**src/rtl/tmr_pkg.sv**
```systemverilog
package tmr_pkg;
  localparam int SEL_W  = 3;
  localparam int N_SEL  = 1 << SEL_W;
  localparam int CTRL_W = 4 + SEL_W;

  typedef enum logic [1:0] {
    EDGE_OFF  = 2'd0,
    EDGE_RISE = 2'd1,
    EDGE_FALL = 2'd2,
    EDGE_BOTH = 2'd3
  } edge_mode_e;

  // packed MSB first: mode[6:5] sel[4:2] ext[1] run[0]
  typedef struct packed {
    edge_mode_e       mode;
    logic [SEL_W-1:0] sel;
    logic             ext;
    logic             run;
  } ctrl_t;
endpackage

```
**src/rtl/tmr_presc.sv**
```systemverilog
module tmr_presc #(
  parameter int N_SEL = 8,
  localparam int PRE_W = (N_SEL > 1) ? N_SEL - 1 : 1
) (
  input  logic             clk_i,
  input  logic             rst_ni,
  input  logic             run_i,
  output logic [N_SEL-1:0] tick_o
);
  logic [PRE_W-1:0] pre_q;

  always_ff @(posedge clk_i or negedge rst_ni) begin
    if (!rst_ni)     pre_q <= '0;
    else if (!run_i) pre_q <= '0;
    else             pre_q <= pre_q + 1'b1;
  end

  assign tick_o[0] = 1'b1;
  for (genvar k = 1; k < N_SEL; k++) begin : g_tick
    assign tick_o[k] = &pre_q[k-1:0];
  end

  AST_PRE_IDLE: assert property (@(posedge clk_i) disable iff (!rst_ni)
    !run_i |=> (pre_q == '0)) else $error("prescaler not cleared");
endmodule

```
**src/rtl/tmr_edge_det.sv**
```systemverilog
module tmr_edge_det
  import tmr_pkg::*;
(
  input  logic       clk_i,
  input  logic       rst_ni,
  input  logic       evt_i,
  input  edge_mode_e mode_i,
  output logic       edge_o
);
  logic [2:0] sync_q;  // [0],[1] synchronizer, [2] previous level

  always_ff @(posedge clk_i or negedge rst_ni) begin
    if (!rst_ni) sync_q <= '0;
    else         sync_q <= {sync_q[1:0], evt_i};
  end

  logic rise, fall;
  assign rise = sync_q[1] & ~sync_q[2];
  assign fall = ~sync_q[1] & sync_q[2];

  always_comb begin
    unique case (mode_i)
      EDGE_RISE: edge_o = rise;
      EDGE_FALL: edge_o = fall;
      EDGE_BOTH: edge_o = rise | fall;
      default:   edge_o = 1'b0;
    endcase
  end

  AST_EDGE_OFF: assert property (@(posedge clk_i) disable iff (!rst_ni)
    (mode_i == EDGE_OFF) |-> !edge_o) else $error("edge in off mode");
  AST_RISE_LVL: assert property (@(posedge clk_i) disable iff (!rst_ni)
    (edge_o && mode_i == EDGE_RISE) |=> sync_q[2]) else $error("rise edge at low level");
endmodule

```
**src/rtl/tmr_cmp_ch.sv**
```systemverilog
module tmr_cmp_ch #(
  parameter int CNT_W = 16
) (
  input  logic             clk_i,
  input  logic             rst_ni,
  input  logic             run_i,
  input  logic             run_nxt_i,
  input  logic             step_i,
  input  logic             wrap_i,
  input  logic             wr_i,
  input  logic [CNT_W-1:0] wr_data_i,
  input  logic [CNT_W-1:0] cnt_i,
  input  logic [CNT_W-1:0] cnt_nxt_i,
  output logic [CNT_W-1:0] cmp_o,
  output logic             irq_o
);
  logic [CNT_W-1:0] cmp_q, cmp_d, buf_q, buf_d;
  logic             irq_q;

  assign cmp_d = wr_i ? wr_data_i : cmp_q;
  // stopped: write goes straight through; running: reload only on rollover
  assign buf_d = ((wr_i && !run_i) || wrap_i) ? cmp_d : buf_q;

  always_ff @(posedge clk_i or negedge rst_ni) begin
    if (!rst_ni) begin
      cmp_q <= '0;
      buf_q <= '0;
      irq_q <= 1'b0;
    end else begin
      cmp_q <= cmp_d;
      buf_q <= buf_d;
      irq_q <= step_i && run_nxt_i && (cnt_nxt_i == buf_d);
    end
  end

  assign cmp_o = cmp_q;
  assign irq_o = irq_q;

  AST_BUF_HOLD: assert property (@(posedge clk_i) disable iff (!rst_ni)
    (run_i && !wrap_i) |=> $stable(buf_q)) else $error("shadow changed mid-period");
  AST_BUF_LOAD: assert property (@(posedge clk_i) disable iff (!rst_ni)
    (wr_i && !run_i) |=> (buf_q == cmp_q)) else $error("stopped write missed shadow");
  AST_IRQ_MATCH: assert property (@(posedge clk_i) disable iff (!rst_ni)
    irq_q |-> (cnt_i == buf_q)) else $error("irq without match");
  AST_IRQ_PULSE: assert property (@(posedge clk_i) disable iff (!rst_ni)
    irq_q |-> !$past(irq_q) || !$stable(cnt_i)) else $error("irq held");
endmodule

```
**src/rtl/tmr_evt_top.sv**
```systemverilog
module tmr_evt_top
  import tmr_pkg::*;
#(
  parameter int CNT_W = 16,
  parameter int N_CMP = 2,
  localparam int AW = $clog2(N_CMP + 2)
) (
  input  logic             clk_i,
  input  logic             rst_ni,
  input  logic             wr_en_i,
  input  logic [AW-1:0]    wr_addr_i,
  input  logic [CNT_W-1:0] wr_data_i,
  input  logic [AW-1:0]    rd_addr_i,
  output logic [CNT_W-1:0] rd_data_o,
  input  logic             evt_i,
  output logic [N_CMP-1:0] irq_o
);
  localparam logic [AW-1:0] A_CTRL = '0;
  localparam logic [AW-1:0] A_CNT  = AW'(N_CMP + 1);

  ctrl_t            ctrl_q, ctrl_d;
  logic             wr_ctrl;
  logic [N_SEL-1:0] tick;
  logic             ext_edge, step, wrap;
  logic [CNT_W-1:0] cnt_q, cnt_d;
  logic [CNT_W-1:0] cmp_val [N_CMP];

  assign wr_ctrl = wr_en_i && (wr_addr_i == A_CTRL);
  assign ctrl_d  = wr_ctrl ? ctrl_t'(wr_data_i[CTRL_W-1:0]) : ctrl_q;

  always_ff @(posedge clk_i or negedge rst_ni) begin
    if (!rst_ni) ctrl_q <= '0;
    else         ctrl_q <= ctrl_d;
  end

  tmr_presc #(.N_SEL(N_SEL)) u_presc (
    .clk_i  (clk_i),
    .rst_ni (rst_ni),
    .run_i  (ctrl_q.run),
    .tick_o (tick)
  );

  tmr_edge_det u_edge (
    .clk_i  (clk_i),
    .rst_ni (rst_ni),
    .evt_i  (evt_i),
    .mode_i (ctrl_q.mode),
    .edge_o (ext_edge)
  );

  assign step = ctrl_q.run && (ctrl_q.ext ? ext_edge : tick[ctrl_q.sel]);
  assign wrap = step && (&cnt_q);

  always_comb begin
    if (!ctrl_d.run) cnt_d = '1;
    else if (step)   cnt_d = cnt_q + 1'b1;
    else             cnt_d = cnt_q;
  end

  always_ff @(posedge clk_i or negedge rst_ni) begin
    if (!rst_ni) cnt_q <= '1;
    else         cnt_q <= cnt_d;
  end

  for (genvar k = 0; k < N_CMP; k++) begin : g_ch
    tmr_cmp_ch #(.CNT_W(CNT_W)) u_ch (
      .clk_i     (clk_i),
      .rst_ni    (rst_ni),
      .run_i     (ctrl_q.run),
      .run_nxt_i (ctrl_d.run),
      .step_i    (step),
      .wrap_i    (wrap),
      .wr_i      (wr_en_i && (wr_addr_i == AW'(k + 1))),
      .wr_data_i (wr_data_i),
      .cnt_i     (cnt_q),
      .cnt_nxt_i (cnt_d),
      .cmp_o     (cmp_val[k]),
      .irq_o     (irq_o[k])
    );
  end

  always_comb begin
    rd_data_o = '0;
    if (rd_addr_i == A_CTRL)     rd_data_o = CNT_W'(ctrl_q);
    else if (rd_addr_i == A_CNT) rd_data_o = ctrl_q.run ? cnt_q : '0;
    else begin
      for (int k = 0; k < N_CMP; k++)
        if (rd_addr_i == AW'(k + 1)) rd_data_o = cmp_val[k];
    end
  end

  AST_STOP_IDLE: assert property (@(posedge clk_i) disable iff (!rst_ni)
    !ctrl_q.run |-> (cnt_q == '1)) else $error("stopped count not idle");
  AST_RD_STOP: assert property (@(posedge clk_i) disable iff (!rst_ni)
    (!ctrl_q.run && rd_addr_i == A_CNT) |-> (rd_data_o == '0)) else $error("stopped read nonzero");
  AST_FIRST_ZERO: assert property (@(posedge clk_i) disable iff (!rst_ni)
    (step && (&cnt_q) && ctrl_d.run) |=> (cnt_q == '0)) else $error("rollover not zero");
  AST_NO_STEP_HOLD: assert property (@(posedge clk_i) disable iff (!rst_ni)
    (ctrl_q.run && !step && ctrl_d.run) |=> $stable(cnt_q)) else $error("count moved without step");
endmodule

```
**config.mk**
```make
export PLATFORM = sky130hd
export DESIGN_NAME = tmr_evt_top
export DESIGN_NICKNAME = d
export VERILOG_FILES = /design/src/rtl/tmr_pkg.sv /design/src/rtl/tmr_presc.sv /design/src/rtl/tmr_edge_det.sv /design/src/rtl/tmr_cmp_ch.sv /design/src/rtl/tmr_evt_top.sv
export SDC_FILE = /design/constraint.sdc
export NUM_CORES = 1
export LEC_CHECK = 0
export CAP_MARGIN = 20
export CORE_AREA = 2 2 129 131
export CTS_CLUSTER_SIZE = 30
export DETAILED_ROUTE_END_ITERATION = 6
export DIE_AREA = 0 0 131 133
export GPL_ROUTABILITY_DRIVEN = 0
export SLEW_MARGIN = 15
export SYNTH_ARGS = -nofsm -noshare
export SYNTH_HDL_FRONTEND = slang
export SYNTH_SLANG_ARGS = --single-unit
```
**constraint.sdc**
```tcl
create_clock -name clk_i -period 6.4 [get_ports clk_i]
set_input_delay 1.28 -clock clk_i [delete_from_list [all_inputs] [get_ports clk_i]]
set_output_delay 1.28 -clock clk_i [all_outputs]
set_load 0.1 [all_outputs]
```
======== After elaboration in Yosys (flattened, before gate mapping) ========
Cells that the tools add are included.
operators by class
  equal/unequal tests ..................... 10
  muxes and demuxes ....................... 17
  reduce and logical (&&, ||, !) cells .... 22
  $lt $le $gt $ge ......................... 1
  bitwise logic cells ..................... 5
  add/sub/neg operators ................... 2
operators with widths
  kind                                                count
  2-to-1 mux 16 bit                                   11
  == test 16 bit                                      2
  adder 16 x 1 -> 16 bit, second input constant       1
  AND reduction 16 bit                                1
  == test 2 bit, second input constant                5
  logical AND 1 bit                                   10
  adder 7 x 1 -> 7 bit, second input constant         1
  2-to-1 mux 7 bit                                    1
  AND reduction 7 bit                                 1
  == test 2 x 1 -> 1 bit, second input constant       3
  AND reduction 6 bit                                 1
  AND reduction 5 bit                                 1
  zero test 2 bit                                     2
  < comparator 3 x 4 -> 1 bit, second input constant  1
  AND reduction 4 bit                                 1
  binary-select mux 1 bit (select 3 bit)              1
  2-to-1 mux 1 bit                                    3
  case mux 1 bit (3 select lines)                     1
  AND reduction 3 bit                                 1
  AND 1 bit                                           2
  logical OR 1 bit                                    2
  NOT 1 bit                                           2
  AND reduction 2 bit                                 1
  zero test 1 bit                                     1
  OR 1 bit                                            1
storage, ports and cells
  register bits after elaboration ......... 99
  output and inout port bits .............. 18
  input bits .............................. 24
  logic and storage cells ................. 70

======== Longest topological paths before layout ========
  depth after elaboration ................. 11
  mapped depth ............................ 12
  depth with buffers taken out ............ 11

======== By module ========
From an unflattened synthesis, not the netlist that was laid out.
unflattened totals
  cell total of the unflattened synthesis .. 573
  area, all modules ....................... 5911.9 um2
modules (own cells, without submodules)
  module        area an instance (um2)  cells an instance  times used
  tmr_cmp_ch    1859.3                  172                2
  tmr_evt_top   1709.1                  185                1
  tmr_presc     350.3                   32                 1
  tmr_edge_det  133.9                   12                 1

======== Worst setup path before layout ========
No wires, ideal clock.
  path kind ............................... input to output
  start ................................... input rd_addr_i[0]
  end ..................................... output rd_data_o[15]
  arrival ................................. 4.056 ns
  buffers on the path ..................... 3
  cell stages on the path ................. 4
  setup slack ............................. 1.064 ns
  required time ........................... 5.120 ns
  cell sequence ........................... clkbuf_1 -> clkbuf_1 -> clkbuf_1 -> o21ai_0
on the way
  cells in the longest elaborated chain, start to end .. 5
  elaborated cells between the ends (all ways) .. 8
ends and longest elaborated chain
  item                             RTL line           source
  start: declaration               tmr_evt_top.sv:13  input logic [AW-1:0] rd_addr_i,
  == test 2 x 1 -> 1 bit           tmr_evt_top.sv:88  if (rd_addr_i == AW'(k + 1)) rd_data_o = cmp_val[k];
  2-to-1 mux 16 bit (2 in series)  tmr_evt_top.sv:88
  2-to-1 mux 16 bit                tmr_evt_top.sv:85  else if (rd_addr_i == A_CNT) rd_data_o = ctrl_q.run ? cnt_q : '0;
  2-to-1 mux 16 bit *              tmr_evt_top.sv:84  if (rd_addr_i == A_CTRL) rd_data_o = CNT_W'(ctrl_q);
  end: declaration                 tmr_evt_top.sv:14  output logic [CNT_W-1:0] rd_data_o,
Mark *: on every way between the ends. The rest lies on a longest branch, timed or not.

======== Worst setup path in the final report ========
  start ................................... input rd_addr_i[1]
  end ..................................... output rd_data_o[0]
The elaborated chain is that of the path after synthesis.

==> impl_metrics.ini <==
[cells_and_area]
syn2layout_area_growth_pct = 15.69
fin_nets = 588
fin_cells = 783
drive_above_1_share_pct = 23.80
final_core_util_pct = 40.44
fillers = 1576
antenna_cells = 0

[cts]
cts.repair.resized = 0
cts-buffers-inserted = 9
clk_latency_ns = 0.35
cts.reportedPaths.clkPinSlew_ns = 0.07
cts-root-buf = clkbuf_16
cts_tree = yes
cts_sinks = 99
hold_buffers = 0
cts_setup_buffers = 0
htreeDepth = 3
clockBufferDepth = 2

[sta]
slew_violations = 0
min_period_ns = 4.934
relSlewSlack_pct = 24.67
tns_ns = 0
finClkSkew_ns = 0.01231
worstMarginPinSlew_ns = 1.126
rsz0062_at_grt = false
setup_viol = 0
fin_crit_sh_pct = 77.10
finalHoldViolations = 0
max_clock_freq_mhz = 202.7

[setup_path]
path_delay_family = buffers and inverters
reg2reg_to = g_ch[1].u_ch.irq_o
required_ns = 5.12
startpoint_type = input port
slowest_stage = clkdlybuf4s50_1
crit_chain = clkdlybuf4s50_1 -> nor2b_1 -> a222oi_1 -> inv_1 -> buf_4
crit_path_max_incr_delay_ns = 1.00
crit_type = in2out
r2r_slack_ns = 2.58
critPathCaptureType = output pin
crit_fanout = 24
path_buf_inv = 3
worstRegToRegCells = 10
worstPathArrival_ns = 3.65
reg2reg_from = u_presc.pre_q[0]

[placement]
hpwl_um = 11240
placement.io_buffers = 41
dp_cells = 766

[synth]
synth_top_area_share_pct = 36.74
synth_top_cells_by_area = dfrtp_1 (37%), mux2_2 (10%), dfstp_2 (7.4%)
synth_commonest_cells = dfrtp_1 (83), mux2_2 (51), and2_1 (25)
synth_edf_count = 0
yosysMostFrequentCell = dfrtp_1
ys_types = 69
synth_flop_cell = dfrtp_1
synth-seq-area-share_pct = 44.18
avgSynthCellArea_um2 = 10.85
synthCells = 521
netlist_area_um2 = 5653
synth_async_sr_flop_share_pct = 100.0
syn-num-nets = 551
ys_seq_elements = 99
synth_largest_area_cell = dfrtp_1
yosysWarnings = 0

[drt]
wl_per_cell_um = 20.43
vias = 4549
totalWireLength_um = 16000
drc = 0
drtPass1Iterations = 6
viasPerCell = 5.810
ant_nets = 0
first_iter_violations = 358

[hold_path]
hold_path.class = reg2reg
min_to = u_edge.sync_q[1]
min_path_cells = 0
hp-start = u_edge.sync_q[0]

[pwr]
clkPwrFrac_pct = 17.6
leakagePower_nw = 2.628
p_sw_mw = 1.287
seq_power_share_pct = 32.8
peakVddDrop_uv = 140.1
p_comb_share_pct = 49.7
p_int_mw = 1.647
p_per_area_nw_per_um2 = 448.6
switching_share_pct = 43.86

[outcome]
status = finished clean

[global_route]
grt_pass1_wl_um = 25360
grt_max_degree = 51
grt_pass1_vias = 4558
grt_remaining_overflow = 0
track_usage_pct = 19.13
antenna_found_initial = 0

[floorplanning]
dieArea_um2 = 17420
initial_utilization_pct = 34.96
die_h_um = 133
die_x_um = 131
coreArea_um2 = 16170
ioPinCount = 42
rows = 47

[run]
maxCapViolCount = 0
[cell families after synthesis]
| kind of cell | count (synthesis) | synth area share [%] |
|---|---|---|
| muxes | 62 | 13.44 |
| xor gates and xnor gates | 16 | 2.479 |
| DFF | 99 | 44.18 |
| AOI/OAI and AO/OA | 123 | 16.87 |
| buffers and inverters | 44 | 3.320 |
| and+or+nand+nor | 171 | 18.39 |
| adders and majority gates | 6 | 1.328 |
[cells in the final DEF, fill, tap and decap left out, types with 5 or more instances in the layout]
cell / instances
a22o_1: 8
nand4_1: 5
mux2i_1: 5
xnor2_1: 7
inv_1: 21
nor2_1: 15
clkdlybuf4s50_1: 24
buf_4: 24
a31oi_1: 10
and4_1: 6
nand4b_1: 5
clkbuf_16: 9
nor3_1: 6
o211ai_1: 12
or4_1: 12
a211oi_1: 5
xor2_1: 9
ha_1: 6
dfrtp_1: 83
o21ai_0: 23
nor4_1: 16
nand3_1: 18
nand2_1: 20
a211o_1: 15
and3_1: 15
dfstp_2: 16
o21ai_1: 5
mux4_2: 6
a21oi_1: 9
and2_1: 25
mux2_2: 51
[cell type report]
type                            count  area (um^2)  share of cell area [%]
Clock buffer                       12        246.5                   3.769
Clock inverter                      4        26.28                  0.4018
Inverter                           21        78.83                   1.205
Multi-Input combinational cell    378         2968                   45.38
Sequential cell                    99         2497                   38.19
Tap cell                          220        275.3                   4.209
Timing Repair Buffer               49        447.9                   6.849
[per-stage QoR]
stage | power [mW] | worst slack, ns | cell area, um^2 | hold WS [ns]
global route | 3.114 | 1.331 | 6540 | 0.3710
global placement | 2.372 | 1.443 | 6232 | 0.3426
CTS | 2.915 | 1.425 | 6513 | 0.3710
floorplan | 2.013 | 1.064 | 5653 | 0.3312
detailed placement | 2.394 | 1.441 | 6240 | 0.3388
finish | 2.934 | 1.466 | 6540 | 0.3703
[worst max path at each step]
stage,cells past startpoint,endpoint,from,slack [ns]
finish,5,rd_data_o[0],rd_addr_i[1],1.47
CTS,5,rd_data_o[0],rd_addr_i[1],1.43
global route,5,rd_data_o[0],rd_addr_i[1],1.33
detailed placement,5,rd_data_o[0],rd_addr_i[1],1.44
floorplan,4,rd_data_o[15],rd_addr_i[0],1.06
global placement,5,rd_data_o[0],rd_addr_i[1],1.44
[sequential cells by signal, summed over array words and instances (netlist names)]
name / count
cnt_q: 16
ctrl_q: 7
g_ch.u_ch.buf_q: 32
g_ch.u_ch.cmp_o: 32
g_ch.u_ch.irq_o: 2
u_edge.sync_q: 3
u_presc.pre_q: 7
[per-layer routing]
| layer | track usage, % | vias up | share of wire (%) |
|---|---|---|---|
| li1 | - | 2079 | - |
| met1 | 27.69 | 2287 | 45 |
| met2 | 27.92 | 159 | 46 |
| met3 | 4.125 | 24 | 6.5 |
| met4 | 7.210 | 0 | 2.3 |
| met5 | 0 | - | 0 |
[power by group through the flow]
| stage | clock (mW) | sequential [mW] | combinational, mW |
|---|---|---|---|
| after floorplan | 0 | 0.914 | 1.10 |
| after global placement | 0 | 0.968 | 1.40 |
| after detailed placement | 0 | 0.977 | 1.42 |
| after CTS | 0.524 | 0.967 | 1.42 |
| after global routing | 0.557 | 0.980 | 1.58 |
| final | 0.515 | 0.961 | 1.46 |
Power figures use the tool's default switching activity.
